$ cat config.mk
export PLATFORM = sky130hd
export DESIGN_NAME = irq_entry_seq
export DESIGN_NICKNAME = d
export VERILOG_FILES = /design/src/rtl/irq_entry_pkg.sv /design/src/rtl/irq_entry_fsm.sv /design/src/rtl/irq_entry_addr.sv /design/src/rtl/irq_entry_flags.sv /design/src/rtl/irq_entry_seq.sv
export SDC_FILE = /design/constraint.sdc
export NUM_CORES = 1
export LEC_CHECK = 0
export ABC_AREA = 1
export BUFFER_PORTS_ARGS = -buffer_cell sky130_fd_sc_hd__buf_2
export CORE_MARGIN = 4
export CORE_UTILIZATION = 45
export CTS_BUF_LIST = sky130_fd_sc_hd__clkbuf_2 sky130_fd_sc_hd__clkbuf_4 sky130_fd_sc_hd__clkbuf_8
export DETAILED_ROUTE_END_ITERATION = 12
export HOLD_SLACK_MARGIN = 0.05
export PLACE_DENSITY = 0.84
export SYNTH_ARGS = -nofsm -noshare
export SYNTH_HDL_FRONTEND = slang
export SYNTH_SLANG_ARGS = --single-unit
export TNS_END_PERCENT = 50
$ cat constraint.sdc
create_clock -name clk -period 1.53 [get_ports clk]
set_input_delay 0.153 -clock clk [delete_from_list [all_inputs] [get_ports clk]]
set_output_delay 0.153 -clock clk [all_outputs]
set_load 0.05 [all_outputs]
$ cat src/rtl/irq_entry_pkg.sv
package irq_entry_pkg;

    // Sequencer states, in bus order
    typedef enum logic [2:0] {
        ST_IDLE,
        ST_ACK,
        ST_SAVE,
        ST_PUSHF,
        ST_PUSHP,
        ST_VLO,
        ST_VHI,
        ST_COMMIT
    } entry_state_t;

    // Vector number and priority level widths
    localparam int unsigned NUM_W       = 6;
    localparam int unsigned LVL_W       = 3;

    // Acknowledge word layout
    localparam int unsigned ACK_NUM_LSB = 0;
    localparam int unsigned ACK_LVL_LSB = 12;

    // Flag word layout
    localparam int unsigned FLG_D       = 1;
    localparam int unsigned FLG_I       = 6;
    localparam int unsigned FLG_U       = 7;
    localparam int unsigned PCHI_LSB    = 8;
    localparam int unsigned IPL_LSB     = 12;

    // Software numbers at or above this keep the stack-select bit
    localparam int unsigned SWI_KEEP_MIN = 32;

endpackage

$ cat src/rtl/irq_entry_fsm.sv
module irq_entry_fsm
    import irq_entry_pkg::*;
#(
    parameter int unsigned ENTRY_CYCLES = 18
) (
    input  logic         clk,
    input  logic         rst_n,
    input  logic         go,
    input  logic         bus_rdy,
    output entry_state_t state,
    output logic         busy,
    output logic         bus_req,
    output logic         bus_we,
    output logic         step_done,
    output logic         commit
);
    localparam int unsigned CW   = $clog2(ENTRY_CYCLES);
    localparam logic [CW-1:0] LAST = CW'(ENTRY_CYCLES - 1);

    entry_state_t  nxt;
    logic [CW-1:0] cyc;

    // State register and saturating busy-cycle counter
    always_ff @(posedge clk or negedge rst_n) begin
        if (!rst_n) begin
            state <= ST_IDLE;
            cyc   <= '0;
        end else begin
            state <= nxt;
            if (state == ST_IDLE) begin
                cyc <= '0;
            end else if (cyc != LAST) begin
                cyc <= cyc + 1'b1;
            end
        end
    end

    // Next-state logic
    always_comb begin
        nxt = state;
        unique case (state)
            ST_IDLE:   if (go)        nxt = ST_ACK;
            ST_ACK:    if (bus_rdy)   nxt = ST_SAVE;
            ST_SAVE:                  nxt = ST_PUSHF;
            ST_PUSHF:  if (bus_rdy)   nxt = ST_PUSHP;
            ST_PUSHP:  if (bus_rdy)   nxt = ST_VLO;
            ST_VLO:    if (bus_rdy)   nxt = ST_VHI;
            ST_VHI:    if (bus_rdy)   nxt = ST_COMMIT;
            ST_COMMIT: if (cyc == LAST) nxt = ST_IDLE;
            default:                  nxt = ST_IDLE;
        endcase
    end

    // Control outputs
    always_comb begin
        busy    = (state != ST_IDLE);
        bus_req = 1'b0;
        bus_we  = 1'b0;
        commit  = 1'b0;
        unique case (state)
            ST_ACK, ST_VLO, ST_VHI: bus_req = 1'b1;
            ST_PUSHF, ST_PUSHP: begin
                bus_req = 1'b1;
                bus_we  = 1'b1;
            end
            ST_COMMIT: commit = (cyc == LAST);
            default: ;
        endcase
        step_done = bus_req & bus_rdy;
    end

endmodule

$ cat src/rtl/irq_entry_addr.sv
module irq_entry_addr
    import irq_entry_pkg::*;
#(
    parameter int unsigned   AW       = 20,
    parameter int unsigned   DW       = 16,
    parameter logic [AW-1:0] VEC_BASE = 20'hFFD00
) (
    input  entry_state_t     state,
    input  logic [DW-1:0]    sp_base,
    input  logic [NUM_W-1:0] vec_num,
    input  logic [DW-1:0]    save_word,
    input  logic [DW-1:0]    pc_lo,
    output logic [AW-1:0]    bus_addr,
    output logic [DW-1:0]    bus_wdata
);
    logic [AW-1:0] vec_addr;

    always_comb begin
        vec_addr = VEC_BASE + (AW'(vec_num) << 2);
    end

    always_comb begin
        bus_addr  = '0;
        bus_wdata = '0;
        unique case (state)
            ST_ACK:   bus_addr = '0;
            ST_PUSHF: begin
                bus_addr  = AW'(sp_base - DW'(2));
                bus_wdata = save_word;
            end
            ST_PUSHP: begin
                bus_addr  = AW'(sp_base - DW'(4));
                bus_wdata = pc_lo;
            end
            ST_VLO:   bus_addr = vec_addr;
            ST_VHI:   bus_addr = vec_addr + AW'(2);
            default:  ;
        endcase
    end

endmodule

$ cat src/rtl/irq_entry_flags.sv
module irq_entry_flags
    import irq_entry_pkg::*;
#(
    parameter int unsigned DW = 16
) (
    input  logic [DW-1:0]    flg_copy,
    input  logic             is_swi,
    input  logic [NUM_W-1:0] num,
    input  logic [LVL_W-1:0] level,
    output logic [DW-1:0]    flg_new
);
    logic keep_u;

    always_comb begin
        keep_u         = is_swi && (num >= NUM_W'(SWI_KEEP_MIN));
        flg_new        = flg_copy;
        flg_new[FLG_I] = 1'b0;
        flg_new[FLG_D] = 1'b0;
        if (!keep_u) begin
            flg_new[FLG_U] = 1'b0;
        end
        if (!is_swi) begin
            flg_new[IPL_LSB +: LVL_W] = level;
        end
    end

endmodule

$ cat src/rtl/irq_entry_seq.sv
module irq_entry_seq
    import irq_entry_pkg::*;
#(
    parameter int unsigned   AW           = 20,
    parameter int unsigned   DW           = 16,
    parameter int unsigned   ENTRY_CYCLES = 18,
    parameter logic [AW-1:0] VEC_BASE     = 20'hFFD00
) (
    input  logic             clk,
    input  logic             rst_n,
    input  logic             irq_pending,
    input  logic             at_boundary,
    input  logic             long_op,
    input  logic             swi_req,
    input  logic [NUM_W-1:0] swi_num,
    input  logic [DW-1:0]    flg_in,
    input  logic [AW-1:0]    pc_in,
    input  logic [DW-1:0]    isp_in,
    input  logic [DW-1:0]    usp_in,
    output logic             bus_req,
    output logic             bus_we,
    output logic [AW-1:0]    bus_addr,
    output logic [DW-1:0]    bus_wdata,
    input  logic             bus_rdy,
    input  logic [DW-1:0]    bus_rdata,
    output logic             busy,
    output logic             suspended,
    output logic             irq_clr,
    output logic [NUM_W-1:0] irq_clr_num,
    output logic             flg_we,
    output logic [DW-1:0]    flg_wdata,
    output logic             sp_we,
    output logic             sp_sel,
    output logic [DW-1:0]    sp_wdata,
    output logic             pc_we,
    output logic [AW-1:0]    pc_wdata
);
    localparam int unsigned PCHI_W = AW - DW;

    entry_state_t     state;
    logic             go, start, step_done, commit;
    logic             use_usp;
    logic             is_swi_q, mid_q, usp_sel_q, clr_q;
    logic [NUM_W-1:0] num_q;
    logic [LVL_W-1:0] lvl_q;
    logic [DW-1:0]    flg_q, sp_q, vlo_q;
    logic [AW-1:0]    pc_q;
    logic [PCHI_W-1:0] vhi_q;
    logic [DW-1:0]    save_word;
    logic [DW-1:0]    flg_new;

    // Entry qualification: software request wins over hardware
    always_comb begin
        go      = swi_req || (irq_pending && (at_boundary || long_op));
        start   = (state == ST_IDLE) && go;
        use_usp = swi_req && (swi_num >= NUM_W'(SWI_KEEP_MIN)) && flg_in[FLG_U];
    end

    irq_entry_fsm #(
        .ENTRY_CYCLES (ENTRY_CYCLES)
    ) u_fsm (
        .clk       (clk),
        .rst_n     (rst_n),
        .go        (go),
        .bus_rdy   (bus_rdy),
        .state     (state),
        .busy      (busy),
        .bus_req   (bus_req),
        .bus_we    (bus_we),
        .step_done (step_done),
        .commit    (commit)
    );

    // Latched context for the sequence
    always_ff @(posedge clk or negedge rst_n) begin
        if (!rst_n) begin
            is_swi_q  <= 1'b0;
            mid_q     <= 1'b0;
            usp_sel_q <= 1'b0;
            clr_q     <= 1'b0;
            num_q     <= '0;
            lvl_q     <= '0;
            flg_q     <= '0;
            sp_q      <= '0;
            pc_q      <= '0;
            vlo_q     <= '0;
            vhi_q     <= '0;
        end else begin
            clr_q <= 1'b0;
            if (start) begin
                is_swi_q  <= swi_req;
                mid_q     <= !swi_req && !at_boundary;
                usp_sel_q <= use_usp;
                num_q     <= swi_req ? swi_num : '0;
                flg_q     <= flg_in;
                pc_q      <= pc_in;
                sp_q      <= use_usp ? usp_in : isp_in;
            end
            if (step_done) begin
                unique case (state)
                    ST_ACK: begin
                        if (!is_swi_q) begin
                            num_q <= bus_rdata[ACK_NUM_LSB +: NUM_W];
                            lvl_q <= bus_rdata[ACK_LVL_LSB +: LVL_W];
                            clr_q <= 1'b1;
                        end
                    end
                    ST_VLO:  vlo_q <= bus_rdata;
                    ST_VHI:  vhi_q <= bus_rdata[PCHI_W-1:0];
                    default: ;
                endcase
            end
        end
    end

    // Pushed flag word carries the return address high bits
    always_comb begin
        save_word = flg_q;
        save_word[PCHI_LSB +: PCHI_W] = pc_q[AW-1:DW];
    end

    irq_entry_addr #(
        .AW       (AW),
        .DW       (DW),
        .VEC_BASE (VEC_BASE)
    ) u_addr (
        .state     (state),
        .sp_base   (sp_q),
        .vec_num   (num_q),
        .save_word (save_word),
        .pc_lo     (pc_q[DW-1:0]),
        .bus_addr  (bus_addr),
        .bus_wdata (bus_wdata)
    );

    irq_entry_flags #(
        .DW (DW)
    ) u_flags (
        .flg_copy (flg_q),
        .is_swi   (is_swi_q),
        .num      (num_q),
        .level    (lvl_q),
        .flg_new  (flg_new)
    );

    // Core-facing outputs
    always_comb begin
        suspended   = busy && mid_q;
        irq_clr     = clr_q;
        irq_clr_num = num_q;
        flg_we      = commit;
        flg_wdata   = flg_new;
        sp_we       = commit;
        sp_sel      = usp_sel_q;
        sp_wdata    = sp_q - DW'(4);
        pc_we       = commit;
        pc_wdata    = {vhi_q, vlo_q};
    end

endmodule

==> results.tsv <==
metric	value	unit
drt-total-wl	22300	um
grt_pass1_vias	6210	
rows	39	
regArea	0.00233	sq mm
postSynthAreaPerCell	7.91	sq um
routabilityCongestion	0.894	
r2r_setup_slack	-0.31	ns
rsz0062_at_grt	true	
synth_warnings	0	
die_area	0.0134	sq mm
r2r-start	u_fsm.state[1]$_DFFE_PN0P_	
hold_depth	3	
syn_inst	663	
cts_root_buf	clkbuf_8	
arrival	2.07	ns
cts_sinks	93	
fin_crit_sh	145	%
ys_ff_latch	93	
critical-path-max-stage-delay	0.42	ns
floorplan.initialDensity	45.9	%
place.port_buffers	197	
cts_tree	done	
core_region_area	0.0114	sq mm
r2r_cells	11	
skew	0.0167	ns
crit_fanout	5	
pwr-share-comb	75.3	%
via_count	6194	
leakage	4.94	nW
power_density	2600	mW/mm^2
drtIter0Drc	436	
drc_errors	0	
worstPathRequired	1.38	ns
antenna_found_initial	0	
cts_buffers	9	
hold_path_end	vlo_q[2]$_DFFE_PN0P_	
dieWidth	116	um
wl_per_cell	19.6	um
slew_violations	0	
multi_input_comb_area	0.00339	sq mm
setup_slack	-0.696	ns
finalPower	25.2	mW
drtPass1Iterations	5	
path_delay_family	buffers and inverters	
synthesis.area	0.00525	sq mm
fin_crit	2.23	ns
status	complete, but fails checks	
hold_class	input port to flop	
cts.clk_slew.worst_paths	0.11	ns
path_cells	clkinvlp_4 -> ha_4 -> inv_4 -> nor2_4 -> buf_4 -> nand2_2 -> nand3_1 -> nand3_4 -> buf_6	
end_kind	output port	
cp_num_buf_inv	4	
internal-power	11.8	mW
vias_per_cell	5.45	
antenna_cells	0	
stdcell_count	1136	
htreeDepth	3	
nets	1094	
failed_checks	setup timing	
setup_viol	130	
cp_slowest_cell	dfrtp_1	
drive_gt1_share	52.6	%
synth_cell_type_count	37	
cp-startpoint	sp_q[2]$_DFFE_PN0N_	
fill_cells	571	
critPathKind	flop to output port	
r2r-end	pc_q[15]$_DFFE_PN0N_	
ant_nets	0	
switching_share	53.3	%
io_pins	200	
clkLatencyLatePin	0.36	ns
grt_pass1_wl	30300	um
cp-start-kind	flop	
grt_max_degree	50	
p_seq_share	18.2	%
cts_buffer_depth	2	
dp_slack	-0.364	ns
hpwl	12300	um
drv_cap	0	
p_switching	13.4	mW
syn_to_final_growth	84.8	%
min-delay-start	bus_rdata[2]	
p_clk_share	6.5	%
ir_drop	2.51	mV
grt_use_total	28.6	%
hold_violations	0	
grt_overflow	0	
ys_seq_area_share	44.4	%
die_h	116	um
fmax	0.449	GHz
dp.cells	1030	
-- metrics by stage --
step	instance area [sq um]	hold slack [ns]	utilization [%]	TNS, ns
final	9690	0.0669	84.9	-44.30
after global routing	9690	0.0599	84.9	-54.08
after CTS	8890	0.0507	77.8	-27.51
after detailed placement	7340	-0.0415	64.3	-17.93
after global placement	7340	-0.0413	64.3	-11.79
after floorplan	5850	-0.143	-	-9.74
-- Yosys cell counts, drive strengths merged --
| library cell | instances | area (sq um) |
|---|---|---|
| nor3 | 4 | 20.0 |
| and2 | 5 | 31.3 |
| a22o | 14 | 123 |
| xnor2 | 1 | 8.76 |
| buf | 36 | 275 |
| or2 | 2 | 15.0 |
| clkinv | 1 | 5.00 |
| nand4 | 2 | 18.8 |
| o221ai | 1 | 8.76 |
| dfrtp | 93 | 2330 |
| nand2 | 229 | 867 |
| mux2 | 8 | 90.1 |
| a21oi | 3 | 15.0 |
| xor2 | 7 | 61.3 |
| nand3 | 53 | 278 |
| o211ai | 18 | 200 |
| inv | 69 | 259 |
| ha | 9 | 113 |
| conb | 1 | 3.75 |
| o21ai | 54 | 297 |
| a31oi | 5 | 31.3 |
| nor2 | 39 | 164 |
| clkbuf | 9 | 33.8 |
-- sequential cells by signal, summed over array words and instances (netlist names) --
| signal | cells |
|---|---|
| flg_q | 16 |
| irq_clr | 1 |
| irq_clr_num | 6 |
| is_swi_q | 1 |
| lvl_q | 3 |
| mid_q | 1 |
| pc_q | 20 |
| sp_q | 16 |
| sp_sel | 1 |
| u_fsm.cyc | 5 |
| u_fsm.state | 3 |
| vhi_q | 4 |
| vlo_q | 16 |
-- cell families after synthesis --
kind of cell / Yosys count / synth area share, %
other cells: 1 / 0.0715
fa+ha+maj: 9 / 2.15
flops: 93 / 44.4
mux: 8 / 1.72
buf+inv: 115 / 10.9
compound gates: 95 / 12.9
simple gates: 334 / 26.6
xor+xnor: 8 / 1.34
-- cell type report --
cell class	count	area share (%)
clock buffer	10	1.42
multi-input combinational	456	34.9
sequential	93	24.0
timing repair buffer	357	33.9
tap	143	1.85
clock inverter	6	0.542
timing repair inverter	1	0.116
inverter	70	3.24
-- power by group through the flow --
| stage | registers, mW | logic [mW] | clock network (mW) |
|---|---|---|---|
| finish | 4.61 | 19.0 | 1.64 |
| global route | 4.71 | 19.9 | 1.77 |
| CTS | 4.47 | 16.6 | 1.66 |
| detailed placement | 4.50 | 14.0 | 0 |
| global placement | 4.45 | 13.7 | 0 |
| floorplan | 5.62 | 9.17 | 0 |
-- what timing repair did --
item / 4_1_cts / 5_1_grt
resized for setup: 209 / 131
endpoints found under the setup margin: 138 / 148
gates cloned: 2 / 7
buffers inserted: 13 / 23
endpoints found under the hold margin: 145 / 0
hold buffers: 51 / 0
pin swaps: 16 / 55
-- placed cells by master (no fill, tap or decap), types with 4 or more instances in the layout --
cell and count:
nand2_1 170, buf_2 136, dfrtp_1 92, buf_4 57
dlygate4sd3_1 51, buf_6 50, inv_1 48, nand2_2 37
buf_8 36, o21ai_1 32, nand3_1 21, nand2_4 18
nand3_2 18, nor2_1 17, buf_12 17, nor2_4 14
nand3_4 14, inv_2 11, o21ai_2 11, o211ai_2 11
a22o_4 10, clkbuf_8 10, nor2_2 8, mux2_1 8
o21ai_0 6, inv_4 5, and2_4 5, xor2_4 5
o21ai_4 5, o211ai_1 5, inv_6 5, a31oi_1 5
ha_4 5, clkbuf_16 5, nand2_8 4, a22o_1 4
-- worst max path at each step --
stage,end,slack [ns],depth (start not counted)
3_3_place_gp,bus_addr[11],-0.30,8
3_5_place_dp,bus_addr[11],-0.36,8
5_1_grt,bus_addr[8],-0.97,7
4_1_cts,bus_addr[13],-0.59,10
6_report,bus_addr[8],-0.70,9
2_1_floorplan,bus_addr[2],-0.56,3
-- layer usage --
metal / part of all wire, % / vias to the layer above / track usage (%)
li1: - / 2777 / -
met1: 35 / 2958 / 32.0
met2: 54 / 341 / 54.0
met3: 6.7 / 118 / 5.59
met4: 4.8 / 0 / 9.67
met5: 0 / - / 0
-- tightest hold or removal path, cell delays in order --
cell and delay, ns:
buf_2 0.11, inv_1 0.06, o21ai_1 0.07
Power figures use the tool's default switching activity.
